===== src/rtl/coal_pkg.sv =====
package coal_pkg;
  localparam int FIELD_W   = 8;
  localparam int BIT_RUN   = 0;
  localparam int BIT_SRST  = 2;
  localparam int BIT_DONE  = 12;   // enable and status share positions
  localparam int BIT_DLY   = 13;
  localparam int BIT_ERR   = 14;
  localparam int THR_LSB   = 16;
  localparam int DLY_LSB   = 24;

  localparam logic [FIELD_W-1:0] THR_DEFAULT = 8'd24;
  localparam logic [FIELD_W-1:0] DLY_DEFAULT = 8'd254;

  localparam int OFS_CTRL = 0;
  localparam int OFS_STAT = 4;

  typedef struct packed {
    logic [FIELD_W-1:0] dly;
    logic [FIELD_W-1:0] thr;
    logic               ie_err;
    logic               ie_dly;
    logic               ie_done;
    logic               run;
  } ctrl_t;

  localparam ctrl_t CTRL_RESET = '{dly: DLY_DEFAULT, thr: THR_DEFAULT,
                                   ie_err: 1'b0, ie_dly: 1'b0,
                                   ie_done: 1'b0, run: 1'b0};
endpackage


===== src/rtl/coal_flush.sv =====
module coal_flush #(
  parameter int FLUSH_CYCLES = 16
) (
  input  logic clk,
  input  logic rst_n,
  input  logic start,
  output logic busy,
  output logic fin
);
  localparam int FL_W = $clog2(FLUSH_CYCLES + 1);

  logic [FL_W-1:0] left;

  // busy for exactly FLUSH_CYCLES cycles after the starting edge
  always_ff @(posedge clk) begin
    if (!rst_n) begin
      busy <= 1'b0;
      left <= '0;
    end else if (!busy && start) begin
      busy <= 1'b1;
      left <= FL_W'(FLUSH_CYCLES - 1);
    end else if (busy) begin
      if (left == '0) busy <= 1'b0;
      else            left <= left - 1'b1;
    end
  end

  assign fin = busy && (left == '0);
endmodule


===== src/rtl/coal_pace.sv =====
module coal_pace #(
  parameter int PRESCALE = 8,
  parameter int FW       = 8
) (
  input  logic          clk,
  input  logic          rst_n,
  input  logic          clear,
  input  logic          done,
  input  logic [FW-1:0] thr,
  input  logic [FW-1:0] dly,
  output logic [FW-1:0] pend,
  output logic          set_done,
  output logic          set_dly
);
  localparam int PRE_W = (PRESCALE > 1) ? $clog2(PRESCALE) : 1;

  logic [FW-1:0] tmr;
  logic [FW:0]   thr_eff, pend_inc, tmr_inc;
  logic          run_tmr, tick;

  assign thr_eff  = (thr == '0) ? (FW+1)'(1) : {1'b0, thr};   // zero acts as one
  assign pend_inc = {1'b0, pend} + 1'b1;
  assign tmr_inc  = {1'b0, tmr} + 1'b1;
  assign run_tmr  = !clear && (pend != '0) && (dly != '0);   // zero disables

  generate
    if (PRESCALE == 1) begin : g_noscale
      assign tick = run_tmr;
    end else begin : g_scale
      logic [PRE_W-1:0] pre;
      assign tick = run_tmr && (pre == PRE_W'(PRESCALE - 1));
      always_ff @(posedge clk) begin
        if (!rst_n || done || !run_tmr || tick) pre <= '0;
        else                                    pre <= pre + 1'b1;
      end
    end
  endgenerate

  assign set_done = done && (pend_inc >= thr_eff);
  assign set_dly  = tick && !done && (tmr_inc >= {1'b0, dly});

  always_ff @(posedge clk) begin
    if (!rst_n || clear) begin
      pend <= '0;
      tmr  <= '0;
    end else if (done) begin
      pend <= set_done ? '0 : pend_inc[FW-1:0];
      tmr  <= '0;                                  // restart
    end else if (tick) begin
      if (set_dly) begin
        pend <= '0;
        tmr  <= '0;
      end else begin
        tmr  <= tmr_inc[FW-1:0];
      end
    end
  end
endmodule


===== src/rtl/coal_regs.sv =====
module coal_regs
  import coal_pkg::*;
(
  input  logic        clk,
  input  logic        rst_n,
  input  logic        wr_ctrl,
  input  logic        wr_stat,
  input  logic [31:0] wdata,
  input  logic        flushing,
  input  logic        flush_end,
  input  logic        set_done,
  input  logic        set_dly,
  input  logic        set_err,
  output ctrl_t       ctrl_q,
  output logic [2:0]  stat_q
);
  logic [2:0] stat_n;

  always_ff @(posedge clk) begin
    if (!rst_n || flush_end) begin
      ctrl_q <= CTRL_RESET;
    end else if (wr_ctrl && !flushing) begin
      ctrl_q.dly     <= wdata[DLY_LSB +: FIELD_W];
      ctrl_q.thr     <= wdata[THR_LSB +: FIELD_W];
      ctrl_q.ie_err  <= wdata[BIT_ERR];
      ctrl_q.ie_dly  <= wdata[BIT_DLY];
      ctrl_q.ie_done <= wdata[BIT_DONE];
      ctrl_q.run     <= wdata[BIT_RUN];
    end
  end

  // write-one-to-clear, a new event wins over a clear in the same cycle
  always_comb begin
    stat_n = stat_q;
    if (wr_stat && !flushing) stat_n = stat_n & ~wdata[BIT_ERR:BIT_DONE];
    stat_n = stat_n | {set_err, set_dly, set_done};
  end

  always_ff @(posedge clk) begin
    if (!rst_n || flush_end) stat_q <= '0;
    else                     stat_q <= stat_n;
  end
endmodule


===== src/rtl/coal_irq_unit.sv =====
module coal_irq_unit
  import coal_pkg::*;
#(
  parameter int PRESCALE     = 8,
  parameter int FLUSH_CYCLES = 16,
  parameter int ADDR_W       = 4
) (
  input  logic              clk,
  input  logic              rst_n,
  input  logic              reg_wr,
  input  logic [ADDR_W-1:0] reg_addr,
  input  logic [31:0]       reg_wdata,
  output logic [31:0]       reg_rdata,
  input  logic              pkt_done,
  input  logic              dma_err,
  output logic              irq,
  output logic              chan_run,
  output logic              chan_flushing
);
  localparam logic [ADDR_W-1:0] A_CTRL = ADDR_W'(OFS_CTRL);
  localparam logic [ADDR_W-1:0] A_STAT = ADDR_W'(OFS_STAT);

  ctrl_t              ctrl_q;
  logic [2:0]         stat_q;
  logic [FIELD_W-1:0] pend_cnt, dly_cfg, thr_cfg;
  logic               wr_ctrl, wr_stat, flush_start, flush_end;
  logic               done_ok, set_done, set_dly, set_err;
  logic               unused_wdata;

  assign unused_wdata = ^{reg_wdata[31:15], reg_wdata[11:1]};

  assign wr_ctrl     = reg_wr && (reg_addr == A_CTRL);
  assign wr_stat     = reg_wr && (reg_addr == A_STAT);
  assign flush_start = wr_ctrl && reg_wdata[BIT_SRST] && !chan_flushing;
  assign chan_run    = ctrl_q.run && !chan_flushing;
  assign done_ok     = pkt_done && chan_run;
  assign set_err     = dma_err && !chan_flushing;
  assign dly_cfg     = ctrl_q.dly;
  assign thr_cfg     = ctrl_q.thr;

  coal_flush #(.FLUSH_CYCLES(FLUSH_CYCLES)) u_flush (
    .clk(clk), .rst_n(rst_n), .start(flush_start),
    .busy(chan_flushing), .fin(flush_end)
  );

  coal_pace #(.PRESCALE(PRESCALE), .FW(FIELD_W)) u_pace (
    .clk(clk), .rst_n(rst_n), .clear(chan_flushing), .done(done_ok),
    .thr(thr_cfg), .dly(dly_cfg), .pend(pend_cnt),
    .set_done(set_done), .set_dly(set_dly)
  );

  coal_regs u_regs (
    .clk(clk), .rst_n(rst_n), .wr_ctrl(wr_ctrl), .wr_stat(wr_stat),
    .wdata(reg_wdata), .flushing(chan_flushing), .flush_end(flush_end),
    .set_done(set_done), .set_dly(set_dly), .set_err(set_err),
    .ctrl_q(ctrl_q), .stat_q(stat_q)
  );


  assign irq = |(stat_q & {ctrl_q.ie_err, ctrl_q.ie_dly, ctrl_q.ie_done});

  // readback layout
  always_comb begin
    reg_rdata = '0;
    if (reg_addr == A_CTRL) begin
      reg_rdata[DLY_LSB +: FIELD_W] = ctrl_q.dly;
      reg_rdata[THR_LSB +: FIELD_W] = ctrl_q.thr;
      reg_rdata[BIT_ERR]            = ctrl_q.ie_err;
      reg_rdata[BIT_DLY]            = ctrl_q.ie_dly;
      reg_rdata[BIT_DONE]           = ctrl_q.ie_done;
      reg_rdata[BIT_SRST]           = chan_flushing;
      reg_rdata[BIT_RUN]            = ctrl_q.run;
    end else if (reg_addr == A_STAT) begin
      reg_rdata[BIT_ERR:BIT_DONE]   = stat_q;
    end
  end
endmodule


===== config.mk =====
export PLATFORM = sky130hd
export DESIGN_NAME = coal_irq_unit
export DESIGN_NICKNAME = d
export VERILOG_FILES = /design/src/rtl/coal_pkg.sv /design/src/rtl/coal_flush.sv /design/src/rtl/coal_pace.sv /design/src/rtl/coal_regs.sv /design/src/rtl/coal_irq_unit.sv
export SDC_FILE = /design/constraint.sdc
export NUM_CORES = 1
export LEC_CHECK = 0
export CORE_MARGIN = 2
export CORE_UTILIZATION = 46
export CTS_BUF_LIST = sky130_fd_sc_hd__clkbuf_2
export CTS_CLUSTER_SIZE = 16
export DETAILED_ROUTE_END_ITERATION = 10
export PLACE_DENSITY = 0.79
export SETUP_SLACK_MARGIN = 0.15
export SYNTH_ARGS = -nofsm -noshare
export SYNTH_HDL_FRONTEND = slang
export SYNTH_SLANG_ARGS = --single-unit

===== constraint.sdc =====
create_clock -name clk -period 2.6 [get_ports clk]
set_clock_uncertainty 0.15 [all_clocks]
set_input_delay 0.26 -clock clk [delete_from_list [all_inputs] [get_ports clk]]
set_output_delay 0.26 -clock clk [all_outputs]
set_load 0.05 [all_outputs]

After elaboration in Yosys (flattened, before gate mapping)
Index checks and enable logic that the tools add are counted.

Word-level logic and storage cells: 86. Output and inout bits: 35. Input port bits: 41. Flip-flop bits (word level): 48.

Multiplexer cells: 18. Reductions and logical operators: 40. Eq/ne operators: 3. $lt $le $gt $ge: 2. Bitwise gates (word level): 6. $add $sub $neg: 4.

Operators by type and width (count): $mux 8 (6); $add 8x1->9 const B (2); $logic_and 1x1->1 (17); $mux 16 (1); $reduce_bool 8->1 (2); $mux 4 (3); $ge 9x8->1 (1); $ge 9x9->1 (1); $mux 3 (3); $logic_not 8->1 (1); $and 3x3->3 (2); $reduce_and 2->1 (3); $reduce_bool 2->1 (3); $logic_not 5->1 (1); $logic_or 1x1->1 (5); $mux 1 (5); $sub 5x1->5 const B (1); $eq 4x3->1 const B (1); $logic_not 1->1 (4); $logic_not 4->1 (1); $reduce_or 2->1 (2); $add 3x1->3 const B (1); $eq 3x3->1 const B (1); $not 3->3 (1); 4 further kinds (5).

Logic depth before layout (Yosys ltp)
Gate-level depths: netlist of the first run.

Word-level depth: 9. Gate-level depth with buffers: 11. Mapped depth without buffers: 11.

Hierarchy
A second synthesis of the first run with hierarchy kept.

Cell total of the unflattened synthesis: 367. Area total of the unflattened synthesis: 3045.4 µm².

Modules (own cells, without submodules): coal_pace (cells each 183, times used 1, area each 1575.3 µm²); coal_regs (cells each 102, times used 1, area each 813.3 µm²); coal_irq_unit (cells each 50, times used 1, area each 345.3 µm²); coal_flush (cells each 32, times used 1, area each 311.5 µm²).

Least setup slack after synthesis of the first run
OpenSTA, ideal clock, no wires.

Kind: register -> register. Start point: register u_pace.pend[0]. End point: register u_pace.pend[0]. Stages on the path, launching flop included: 11. Path slack: -110 ps. Data arrival time: 2472 ps. Period minus slack after synthesis: 2710 ps. Path through: dfxtp_1 -> ha_1 -> and3_1 -> a31oi_1 -> or2_2 -> ha_1 -> and3_1 -> a221oi_1 -> o31a_1 -> nand4_1 -> a311oi_2.

Longest elaborated chain between the ends: 8. Elaborated cells on any way between the ends: 14. Those cells by class: add/sub (1); order compare (1); mux (2); reduce/logical (10).

RTL lines: start, declared (line coal_pace.sv:11) `output logic [FW-1:0] pend,`; start signal, assigned (line coal_pace.sv:47) `pend <= set_done ? '0 : pend_inc[FW-1:0];`; parallel branches: the longest is 8 deep, another holds $add 8x1->9.

Several ways; the timed one is not identified. A chain may end at the register's enable or synchronous reset.

Worst setup path after layout of the first run
Start point: register u_pace.tmr[0]. End point: register u_pace.tmr[0].

Longest elaborated chain between the ends: 4.

RTL lines: start, declared (line coal_pace.sv:17) `logic [FW-1:0] tmr;`; start signal, assigned (line coal_pace.sv:54) `tmr <= tmr_inc[FW-1:0];`; $add 8x1->9 * (line coal_pace.sv:23) `assign tmr_inc = {1'b0, tmr} + 1'b1;`; $ge 9x8->1 (line coal_pace.sv:40) `assign set_dly = tick && !done && (tmr_inc >= {1'b0, dly});`; $logic_and 1x1->1 (line coal_pace.sv:40); $mux 8 * (line coal_pace.sv:50) `if (set_dly) begin`.

Mark *: on every way between the ends. The rest lies on a longest branch, timed or not.

==> results.yml, run 1 <==
pwr:
  total_power_mw: 1.39
  swShare_pct: 27.3
  p_int_mw: 1.01
  power.switching_uw: 378
  vdd_drop_max_mv: 0.220
  share_comb_of_total_power_pct: 16.6
  powerDensity_nw_per_um2: 322
  seq_power_share_pct: 54.4
  p_leak_nw: 1.89
  clkPwrFrac_pct: 28.9
logic_synthesis:
  yosys-top-cells-area: "dfxtp_1 33%, ha_1 9.6%, nand2_1 5.2%, inv_1 4.0%, a21oi_1 4.0%"
  synth_cells: 354
  synth_edf_count: 0
  synth_top_area_share_pct: 33.4
  ys_seq_area_share_pct: 33.4
  syn-cell-area_sq_um: 2880
  postSynth.asyncResetShare_pct: 0
  yosys.area.top_type: "dfxtp_1"
  avgSynthCellArea_sq_um: 8.14
  synth_cell_types: 49
  ys_warn_count: 0
  yosysMostFrequentCell: "dfxtp_1"
  synth-main-ff-cell: "dfxtp_1"
  synth_common_cells: "48 x dfxtp_1, 40 x nand2_1, 31 x inv_1"
  ys_ff_latch: 48
critical_path:
  critical_path.cell_chain: "ha_4 -> and3_4 -> xor2_2 -> ha_1 -> a21o_1 -> a221oi_2 -> o21a_1 -> or4bb_1 -> a21oi_2"
  worstPathRequired_ps: 2840
  crit_family: "compound AO/OA/AOI/OAI gates"
  slowest_stage: "dfxtp_4"
  crit_fanout: 5
  startpoint_type: "flip-flop"
  worst_ep_arrival_time_ps: 2980
  path_class: "flip-flop to flip-flop"
  worst_setup_path_end_kind: "flip-flop"
  cp_num_buf_inv: 0
  crit_path_max_incr_delay_ps: 450
sta:
  timing.fmax_mhz: 364
  setup_viol: 17
  rsz0062_at_grt: "true"
  drv_slew: 0
  fin_crit_ps: 2750
  timing.final.ws_setup_ps: -149
  slew_headroom_pct: 59.4
  hold_viol: 0
  worst_slew_pin_slew_ps: 608
  finalCritPeriodShare_pct: 106
  holdWs_ps: 214
floorplanning:
  start_util_pct: 48.1
  row_count: 28
  core_sq_um: 5990
  die_x_um: 83.1
  fp.dieH_um: 83.1
  io_pins: 76
  dieArea_sq_um: 6910
run:
  maxCapViolations: 0
clock_network:
  cts.sinks: 48
  cts_inserted_buffers: 5
  cts-root-buf: "clkbuf_2"
  cts.clk_slew.worst_paths_ps: 240
  clk_latency_ps: 430
  cts_buffer_depth: 2
  htreeDepth: 2
  cts_tree: "done"
drt:
  num_vias: 2897
  firstDrtPassIters: 5
  drt-total-wl_um: 8480
  viasPerCell: 5.55
  drc: 0
  dr.first_iter.drc_count: 185
  drtAntennaViolNets: 0
  post_drt_wl_per_cell_um: 16.2
worst_hold_path:
  hp-class: "input port to flip-flop"
grt:
  grt.overflow.total: 0
  grt_max_degree: 20
  grt_pass1_vias: 2866
  grt_usage_pct: 22.6
  antenna_found_initial: 0
  grt_pass1_wl_um: 12900
outcome:
  status: "finished, violations left"
  violations: "setup timing"
finish:
  drive_gt1_share_pct: 27.5
  syn2layout_area_growth_pct: 49.3
  fin_cells: 522
  nNetsFinal: 509
  utilization_pct: 71.8
  n_antenna_cell: 0
place:
  place.gp.congestion: 0.839
  dp_hpwl_um: 5820
  port_buffers: 53
  preCtsSetupSlack_ps: -155
  dpl.cell_count: 497
routing by layer:
| layer | track usage (%) | vias up | routed length, um |
|---|---|---|---|
| met4 | 5.22 | 0 | 163 |
| met5 | 0 | - | 0 |
| met2 | 40.1 | 101 | 4220 |
| met1 | 27.6 | 1374 | 3520 |
| li1 | - | 1404 | - |
| met3 | 5.37 | 18 | 566 |
stage by stage:
stage | TNS, ps | area [sq um]
after CTS | -540 | 4180
final | -1190 | 4300
after floorplan | 0 | 3020
after global placement | -692 | 3930
after global routing | -3230 | 4300
after detailed placement | -1650 | 3930
logic make-up after synthesis:
group	after synthesis	synth area share (%)
simple gates	137	24.1
mux	4	1.39
xor+xnor	17	5.17
buf+inv	55	8.99
flops	48	33.4
compound gates	70	17.3
other cells	1	0.130
fa+ha+maj	22	9.56
cell type report:
type,instances,area [sq um]
clock buffers,6,30.0
inverters,32,120
clock inverters,2,35.0
fillers,414,1690
multi-input cells,262,1960
well taps,75,93.8
flip-flops and latches,48,977
repair buffers,97,1080
power by group through the flow:
stage	sequential [mW]	clock (mW)	combinational (mW)
CTS	0.756	0.402	0.223
detailed placement	0.771	0	0.215
floorplan	0.770	0	0.135
finish	0.755	0.401	0.230
global route	0.757	0.436	0.245
global placement	0.771	0	0.212
registers in the layout (all words and copies together), names as in the netlist:
name,cells
u_pace.tmr,8
u_flush.busy,1
u_regs.stat_q,3
u_pace.g_scale.pre,3
u_pace.pend,8
u_flush.left,5
u_regs.ctrl_q,20
cell usage in the layout (no fill, tap or decap), drive strengths merged, types with 3 or more instances in the layout:
master and count:
a21o 5, a21oi 26, a31oi 3, and2 7, and3 5, buf 65, clkbuf 6, clkdlybuf4s50 30
conb 11, dfxtp 48, ha 22, inv 31, mux2i 4, nand2 40, nand3 11, nand4 8
nor2 21, nor2b 6, nor3 17, nor4 5, o211ai 12, o21ai 11, o2bb2ai 3, or2 4
or3 4, xnor2 8, xor2 9
worst register-to-register path, stage by stage (launching register included):
cell	delay [ps]
dfxtp_4	450
ha_4	140
and3_4	230
xor2_2	170
ha_1	290
a21o_1	210
a221oi_2	300
o21a_1	210
or4bb_1	430
a21oi_2	130
repair_timing:
action,in CTS,in global routing
endpoints found under the setup margin,18,20
gates cloned,0,1
buffers inserted,12,4
gates resized for setup,21,18
pin swaps,11,19
hold buffers,0,0
final timing paths:
path / endpoint / startpoint / cells past startpoint / slack [ps]
max reg2reg: u_pace.tmr[0] / u_pace.tmr[0] / 9 / -150
min reg2reg: u_pace.g_scale.pre[0] / u_pace.g_scale.pre[0] / 1 / 290
max: u_pace.tmr[0] / u_pace.tmr[0] / 9 / -150
min: u_regs.ctrl_q[4] / reg_wdata[16] / 3 / 210
No activity file was read; power rests on OpenSTA's default activity.
==> run 2, diff against run 1 <==
--- a/config.mk
+++ b/config.mk
@@ -5,13 +5,14 @@
 export SDC_FILE = /design/constraint.sdc
 export NUM_CORES = 1
 export LEC_CHECK = 0
+export ABC_AREA = 1
 export CORE_MARGIN = 2
-export CORE_UTILIZATION = 46
+export CORE_UTILIZATION = 40
 export CTS_BUF_LIST = sky130_fd_sc_hd__clkbuf_2
 export CTS_CLUSTER_SIZE = 16
 export DETAILED_ROUTE_END_ITERATION = 10
-export PLACE_DENSITY = 0.79
-export SETUP_SLACK_MARGIN = 0.15
+export PLACE_DENSITY = 0.71
+export SETUP_SLACK_MARGIN = 0.5
 export SYNTH_ARGS = -nofsm -noshare
 export SYNTH_HDL_FRONTEND = slang
 export SYNTH_SLANG_ARGS = --single-unit
==> run 2 against run 1 <==
Effect of this change: the run now ends clean; sequential share of layout area increased by 1.6 points; core utilization decreased by 13 points; clock-buffer cell count decreased by 1; non-clock buffer count decreased by 22; routed wire length decreased by 12%; final cell count increased by 8.4%; maximum frequency increased by 19%; clock power decreased by 20%; critical path type unchanged; largest power group unchanged; highest routed layer unchanged.
==> results.yml, run 2 <==
place:
  place_area_sq_um: 3670
  place.gp.congestion: 0.865
  dp_hpwl_um: 5100
  port_buffers: 53
  preCtsSetupSlack_ps: 199
finish:
  mostFrequentLayoutCell: "nand2_1"
  multi_input_area_sq_um: 1760
  seq_area_sq_um: 988
  n_antenna_cell: 0
  mostFrequentLayoutCells: "60 x nand2_1, 55 x inv_1, 42 x nor2_1"
  largest_register_ffs: 20
  design_area_sq_um: 4060
  drive_gt1_share_pct: 24.3
  fillCellCount: 588
  syn2layout_area_growth_pct: 42.3
  regMostFlops: "u_regs.ctrl_q"
  utilization_pct: 59.1
  top_regs: "u_regs.ctrl_q: 20 flops, u_pace.pend: 8 flops, u_pace.tmr: 8 flops"
  nNetsFinal: 532
critical_path:
  path_class: "flip-flop to flip-flop"
  timing.rr.start: "u_pace.tmr[1]"
  worst_setup_path_end_kind: "flip-flop"
  crit_path_frequent_cell: "nand2_1"
  crit_path_max_incr_delay_ps: 430
  slowest_stage: "dfxtp_4"
  worstPathRequired_ps: 2820
  startpoint_type: "flip-flop"
  critical_path.cell_chain: "ha_4 -> nand3_4 -> xor2_2 -> ha_1 -> nand2_2 -> nor2_2 -> nand2_1 -> nand3_1 -> nand2_1 -> nand2_1 -> nand2_1 -> nand2_2 -> nand2_4 -> buf_12 -> nand3_2 -> a21oi_2"
  cp_num_buf_inv: 1
  r2r-end: "u_pace.pend[3]"
  crit_fanout: 6
  worst_ep_arrival_time_ps: 2530
  ff2ff_path_depth: 16
  crit_family: "simple AND/OR/NAND/NOR gates"
  r2r_setup_slack_ps: 290
drt:
  dr.first_iter.drc_count: 141
  firstDrtPassIters: 5
  drtAntennaViolNets: 0
  drt-total-wl_um: 7420
  post_drt_wl_per_cell_um: 13.1
  viasPerCell: 4.97
  drc: 0
  num_vias: 2813
sta:
  setup_viol: 0
  timing.fmax_mhz: 434
  hold_viol: 0
  finalCritPeriodShare_pct: 88.7
  fin_crit_ps: 2310
  timing.final.ws_setup_ps: 294
  rsz0062_at_grt: "true"
  drv_slew: 0
  tns_ps: 0
  holdWs_ps: 217
floorplanning:
  core_sq_um: 6870
  die_x_um: 88.5
  io_pins: 76
  fp.dieH_um: 88.5
  start_util_pct: 41.6
  row_count: 30
  dieArea_sq_um: 7830
clock_network:
  cts.clk_slew.worst_paths_ps: 260
  cts_tree: "done"
  clk_latency_ps: 430
  htreeDepth: 2
  cts_inserted_buffers: 5
  cts.sinks: 48
  cts_buffer_depth: 2
  cts-root-buf: "clkbuf_2"
  cts.hold.buffers_added: 0
logic_synthesis:
  yosys.area.top_type: "dfxtp_1"
  yosysMostFrequentCell: "nand2_1"
  yosys-top-cells-area: "dfxtp_1 34%, ha_1 9.6%, nand2_1 8.4%, inv_1 7.5%, nor2_1 6.2%"
  ys_ff_latch: 48
  synth-main-ff-cell: "dfxtp_1"
  ys_warn_count: 0
  synth_cells: 398
  avgSynthCellArea_sq_um: 7.17
  postSynth.asyncResetShare_pct: 0
  synth_edf_count: 0
  synth_cell_types: 37
  ys_seq_area_share_pct: 33.7
  syn-cell-area_sq_um: 2860
  synth_common_cells: "64 x nand2_1, 57 x inv_1, 48 x dfxtp_1"
  synth_top_area_share_pct: 33.7
grt:
  grt_max_degree: 21
  grt.overflow.total: 0
  antenna_found_initial: 0
  grt_pass1_wl_um: 12400
  grt_pass1_vias: 2770
  grt_usage_pct: 19.9
run:
  maxCapViolations: 0
pwr:
  p_leak_nw: 1.86
  powerDensity_nw_per_um2: 308
  vdd_drop_max_mv: 0.211
worst_hold_path:
  hp-class: "input port to flip-flop"
  holdPathEnd: "u_regs.stat_q[2]"
  worstHoldStart: "dma_err"
  min_path_cells: 3
outcome:
  status: "finished, final reports clean"
[run 2: changes by cell type after synthesis, sizes merged, moves of 8 or more]
cell / previous run / this run
nor2: 21 / 52
inv: 31 / 61
nand2: 40 / 67
nand3: 11 / 23
nor3: 17 / 6
o21ai: 11 / 20
a21oi: 25 / 33
[run 2: tightest hold or removal path, delay by kind of cell]
kind                   cells  cell delay, ps
AO/OA/AOI/OAI              1              60
buffers and inverters      1             400
AND/OR/NAND/NOR            1              70
[run 2: cells by family after synthesis]
logic type	Yosys count	share of synthesized area (%)
other	1	0.131
xor gates and xnor gates	10	3.07
buffers and inverters	82	13.2
adders and majority gates	22	9.64
AOI/OAI and AO/OA	72	14.6
and+or+nand+nor	163	25.7
DFF	48	33.7
[run 2: timing repair]
item	in CTS	in global routing
buffers inserted	17	1
pin swaps	10	15
endpoints found under the setup margin	21	29
gates resized for setup	32	28
[run 2: where the power goes]
part,internal [mW],switching [mW],total [mW]
sequential,0.741,0.00397,0.745
clock,0.0655,0.255,0.320
combinational,0.0738,0.112,0.186
total,0.880,0.371,1.25
[run 2: through the flow]
stage               total power [mW]  cells
detailed placement             0.947    540
global route                    1.31    566
CTS                             1.26    565
finish                          1.25    566
global placement               0.945    540
floorplan                      0.879    408
[run 2: how the worst max path moves through the flow]
stage / startpoint / endpoint / depth (start not counted) / slack [ps]
6_report: u_pace.tmr[1] / u_pace.pend[3] / 16 / 290
5_1_grt: u_pace.tmr[1] / u_pace.pend[1] / 16 / 120
4_1_cts: u_pace.tmr[0] / u_pace.pend[0] / 16 / 260
3_5_place_dp: u_pace.tmr[0] / u_pace.tmr[7] / 13 / 200
3_3_place_gp: u_pace.tmr[0] / u_pace.tmr[7] / 15 / 210
2_1_floorplan: u_pace.pend[1] / u_pace.pend[0] / 14 / 510
[run 2: final cells by class]
class | count | area share, %
Inverter | 61 | 5.79
Timing Repair Buffer | 75 | 22.5
Clock buffer | 5 | 0.616
Clock inverter | 3 | 0.462
Tap cell | 96 | 2.96
Multi-Input combinational cell | 278 | 43.3
Sequential cell | 48 | 24.3
[run 2: layer usage]
layer / track usage (%) / vias up / routed length (um)
met5: 0 / - / 0
met4: 4.68 / 0 / 77
met3: 4.66 / 8 / 336
met2: 32.9 / 72 / 3680
met1: 26.5 / 1315 / 3330
li1: - / 1418 / -
==> run 3, diff against run 2 <==
--- a/config.mk
+++ b/config.mk
@@ -6,7 +6,6 @@
 export NUM_CORES = 1
 export LEC_CHECK = 0
 export ABC_AREA = 1
-export CORE_MARGIN = 2
 export CORE_UTILIZATION = 40
 export CTS_BUF_LIST = sky130_fd_sc_hd__clkbuf_2
 export CTS_CLUSTER_SIZE = 16
==> constraint.sdc (replaced) <==
create_clock -name clk -period 2.6 [get_ports clk]
set_clock_uncertainty 0.15 [all_clocks]
set_input_delay 0.65 -clock clk [delete_from_list [all_inputs] [get_ports clk]]
set_output_delay 0.65 -clock clk [all_outputs]
set_load 0.05 [all_outputs]
==> run 3 against run 2 <==
Effect of this change: sequential power barely moved; hold slack improved by 99 ps; total power up 2.6%; via count up 7.1%; clock-buffer cell count is 1 higher; register-to-register slack got worse by 150 ps; routed wire length is 18% higher; die area fell by 4.5%; setup slack lost 150 ps; final cell count is 4.6% higher; design area rose by 15%; first-iteration DRC count decreased by 26%; highest routed layer unchanged.
==> results.yml, run 3 (synthesized netlist as in run 2, its figures left out) <==
floorplanning:
  row_count: 30
  dieArea_sq_um: 7480
  io_pins: 76
  core_sq_um: 6830
  start_util_pct: 41.8
  fp.dieH_um: 86.5
  die_x_um: 86.5
clock_network:
  cts.hold.buffers_added: 0
  cts_tree: "done"
  clk_latency_ps: 430
  cts.sinks: 48
  cts.clk_slew.worst_paths_ps: 250
  cts_buffer_depth: 2
  htreeDepth: 2
  cts-root-buf: "clkbuf_2"
  cts_inserted_buffers: 5
sta:
  finalCritPeriodShare_pct: 94.6
  timing.fmax_mhz: 406
  setup_viol: 0
  rsz0062_at_grt: "true"
  tns_ps: 0
  drv_slew: 0
  fin_crit_ps: 2460
  hold_viol: 0
  timing.final.ws_setup_ps: 140
critical_path:
  timing.rr.start: "u_pace.tmr[0]"
  slowest_stage: "dfxtp_4"
  critical_path.cell_chain: "ha_4 -> nand3_4 -> xor2_4 -> ha_4 -> nand2_2 -> nor2_1 -> nand2_1 -> nand3_1 -> nand2_1 -> nand2_1 -> nand2_1 -> nand2_2 -> nand2_4 -> clkinvlp_4 -> buf_6 -> nor2_1"
  crit_path_max_incr_delay_ps: 420
  cp_num_buf_inv: 2
  startpoint_type: "flip-flop"
  r2r_setup_slack_ps: 140
  crit_family: "simple AND/OR/NAND/NOR gates"
  ff2ff_path_depth: 16
  worstPathRequired_ps: 2810
  path_class: "flip-flop to flip-flop"
  crit_path_frequent_cell: "nand2_1"
  worst_setup_path_end_kind: "flip-flop"
  crit_fanout: 5
  r2r-end: "u_pace.tmr[4]"
  worst_ep_arrival_time_ps: 2670
finish:
  nNetsFinal: 558
  fillCellCount: 505
  seq_area_sq_um: 990
  mostFrequentLayoutCells: "57 x nand2_1, 46 x inv_1, 35 x dfxtp_1"
  multi_input_area_sq_um: 2110
  drive_gt1_share_pct: 39.7
  n_antenna_cell: 0
  top_regs: "u_regs.ctrl_q: 20 flops, u_pace.pend: 8 flops, u_pace.tmr: 8 flops"
  syn2layout_area_growth_pct: 63.7
  regMostFlops: "u_regs.ctrl_q"
  mostFrequentLayoutCell: "nand2_1"
  largest_register_ffs: 20
  fin_cells: 592
grt:
  grt.overflow.total: 0
  grt_pass1_wl_um: 13100
  antenna_found_initial: 0
  grt_pass1_vias: 2942
  grt_max_degree: 19
  grt_usage_pct: 22.3
worst_hold_path:
  worstHoldStart: "u_pace.g_scale.pre[0]"
  hp-class: "flip-flop to flip-flop"
  min_path_cells: 1
  holdPathEnd: "u_pace.g_scale.pre[0]"
drt:
  drtAntennaViolNets: 0
  post_drt_wl_per_cell_um: 14.8
  firstDrtPassIters: 4
  num_vias: 3014
  viasPerCell: 5.09
  drc: 0
  dr.first_iter.drc_count: 105
  drt-total-wl_um: 8790
pwr:
  p_leak_nw: 2.05
  powerDensity_nw_per_um2: 275
  vdd_drop_max_mv: 0.208
outcome:
  status: "finished, final reports clean"
place:
  port_buffers: 53
  dp_hpwl_um: 5250
  preCtsSetupSlack_ps: -105
  dpl.cell_count: 547
  place.gp.congestion: 0.863
run:
  maxCapViolations: 0
run 3: what timing repair did:
| item | in CTS | in global routing |
|---|---|---|
| pin swaps | 32 | 27 |
| gates resized for setup | 102 | 40 |
| cloned | 2 | 0 |
| setup endpoints to repair | 42 | 49 |
| setup buffers | 24 | 11 |
run 3: area by class of cell:
type                    count  share of cell area (%)
clock inverters             2                   0.241
multi-input cells         279                    45.1
inverters                  61                    5.14
well taps                  96                    2.57
repair buffers            100                    25.2
clock buffers               6                   0.642
flip-flops and latches     48                    21.2
run 3: report_power, final:
part	switching (mW)	internal (mW)	total, mW	leakage (nW)
Clock	0.255	0.0670	0.322	0.0266
Combinational	0.130	0.0857	0.216	1.62
Sequential	0.00438	0.742	0.746	0.396
Total	0.389	0.895	1.28	2.05
run 3: stage by stage:
step	instance area [sq um]	hold WS (ps)	power, mW	utilization, %
2_1_floorplan	3070	249	0.890	-
6_report	4670	316	1.28	68.4
3_5_place_dp	3850	281	0.960	56.4
3_3_place_gp	3850	258	0.957	56.4
5_1_grt	4670	335	1.33	68.4
4_1_cts	4420	308	1.27	64.7
run 3: how the worst max path moves through the flow:
stage                  startpoint       endpoint  slack (ps)  cells after the start
global route        u_pace.tmr[1]  u_pace.tmr[7]          20                     14
global placement      reg_addr[1]  reg_rdata[16]         -90                      6
floorplan             reg_addr[1]  reg_rdata[21]         320                      5
CTS                   reg_addr[0]  reg_rdata[24]         250                      6
detailed placement    reg_addr[1]  reg_rdata[20]        -110                      6
finish              u_pace.tmr[0]  u_pace.tmr[4]         140                     16
run 3: metal layers:
layer	track usage [%]	up-vias	part of all wire (%)	wire [um]
met5	0	-	0	0
met4	6.67	0	3.8	333
met3	4.76	32	5.6	490
met2	40.4	119	51	4490
met1	26.3	1393	40	3470
li1	-	1470	-	-
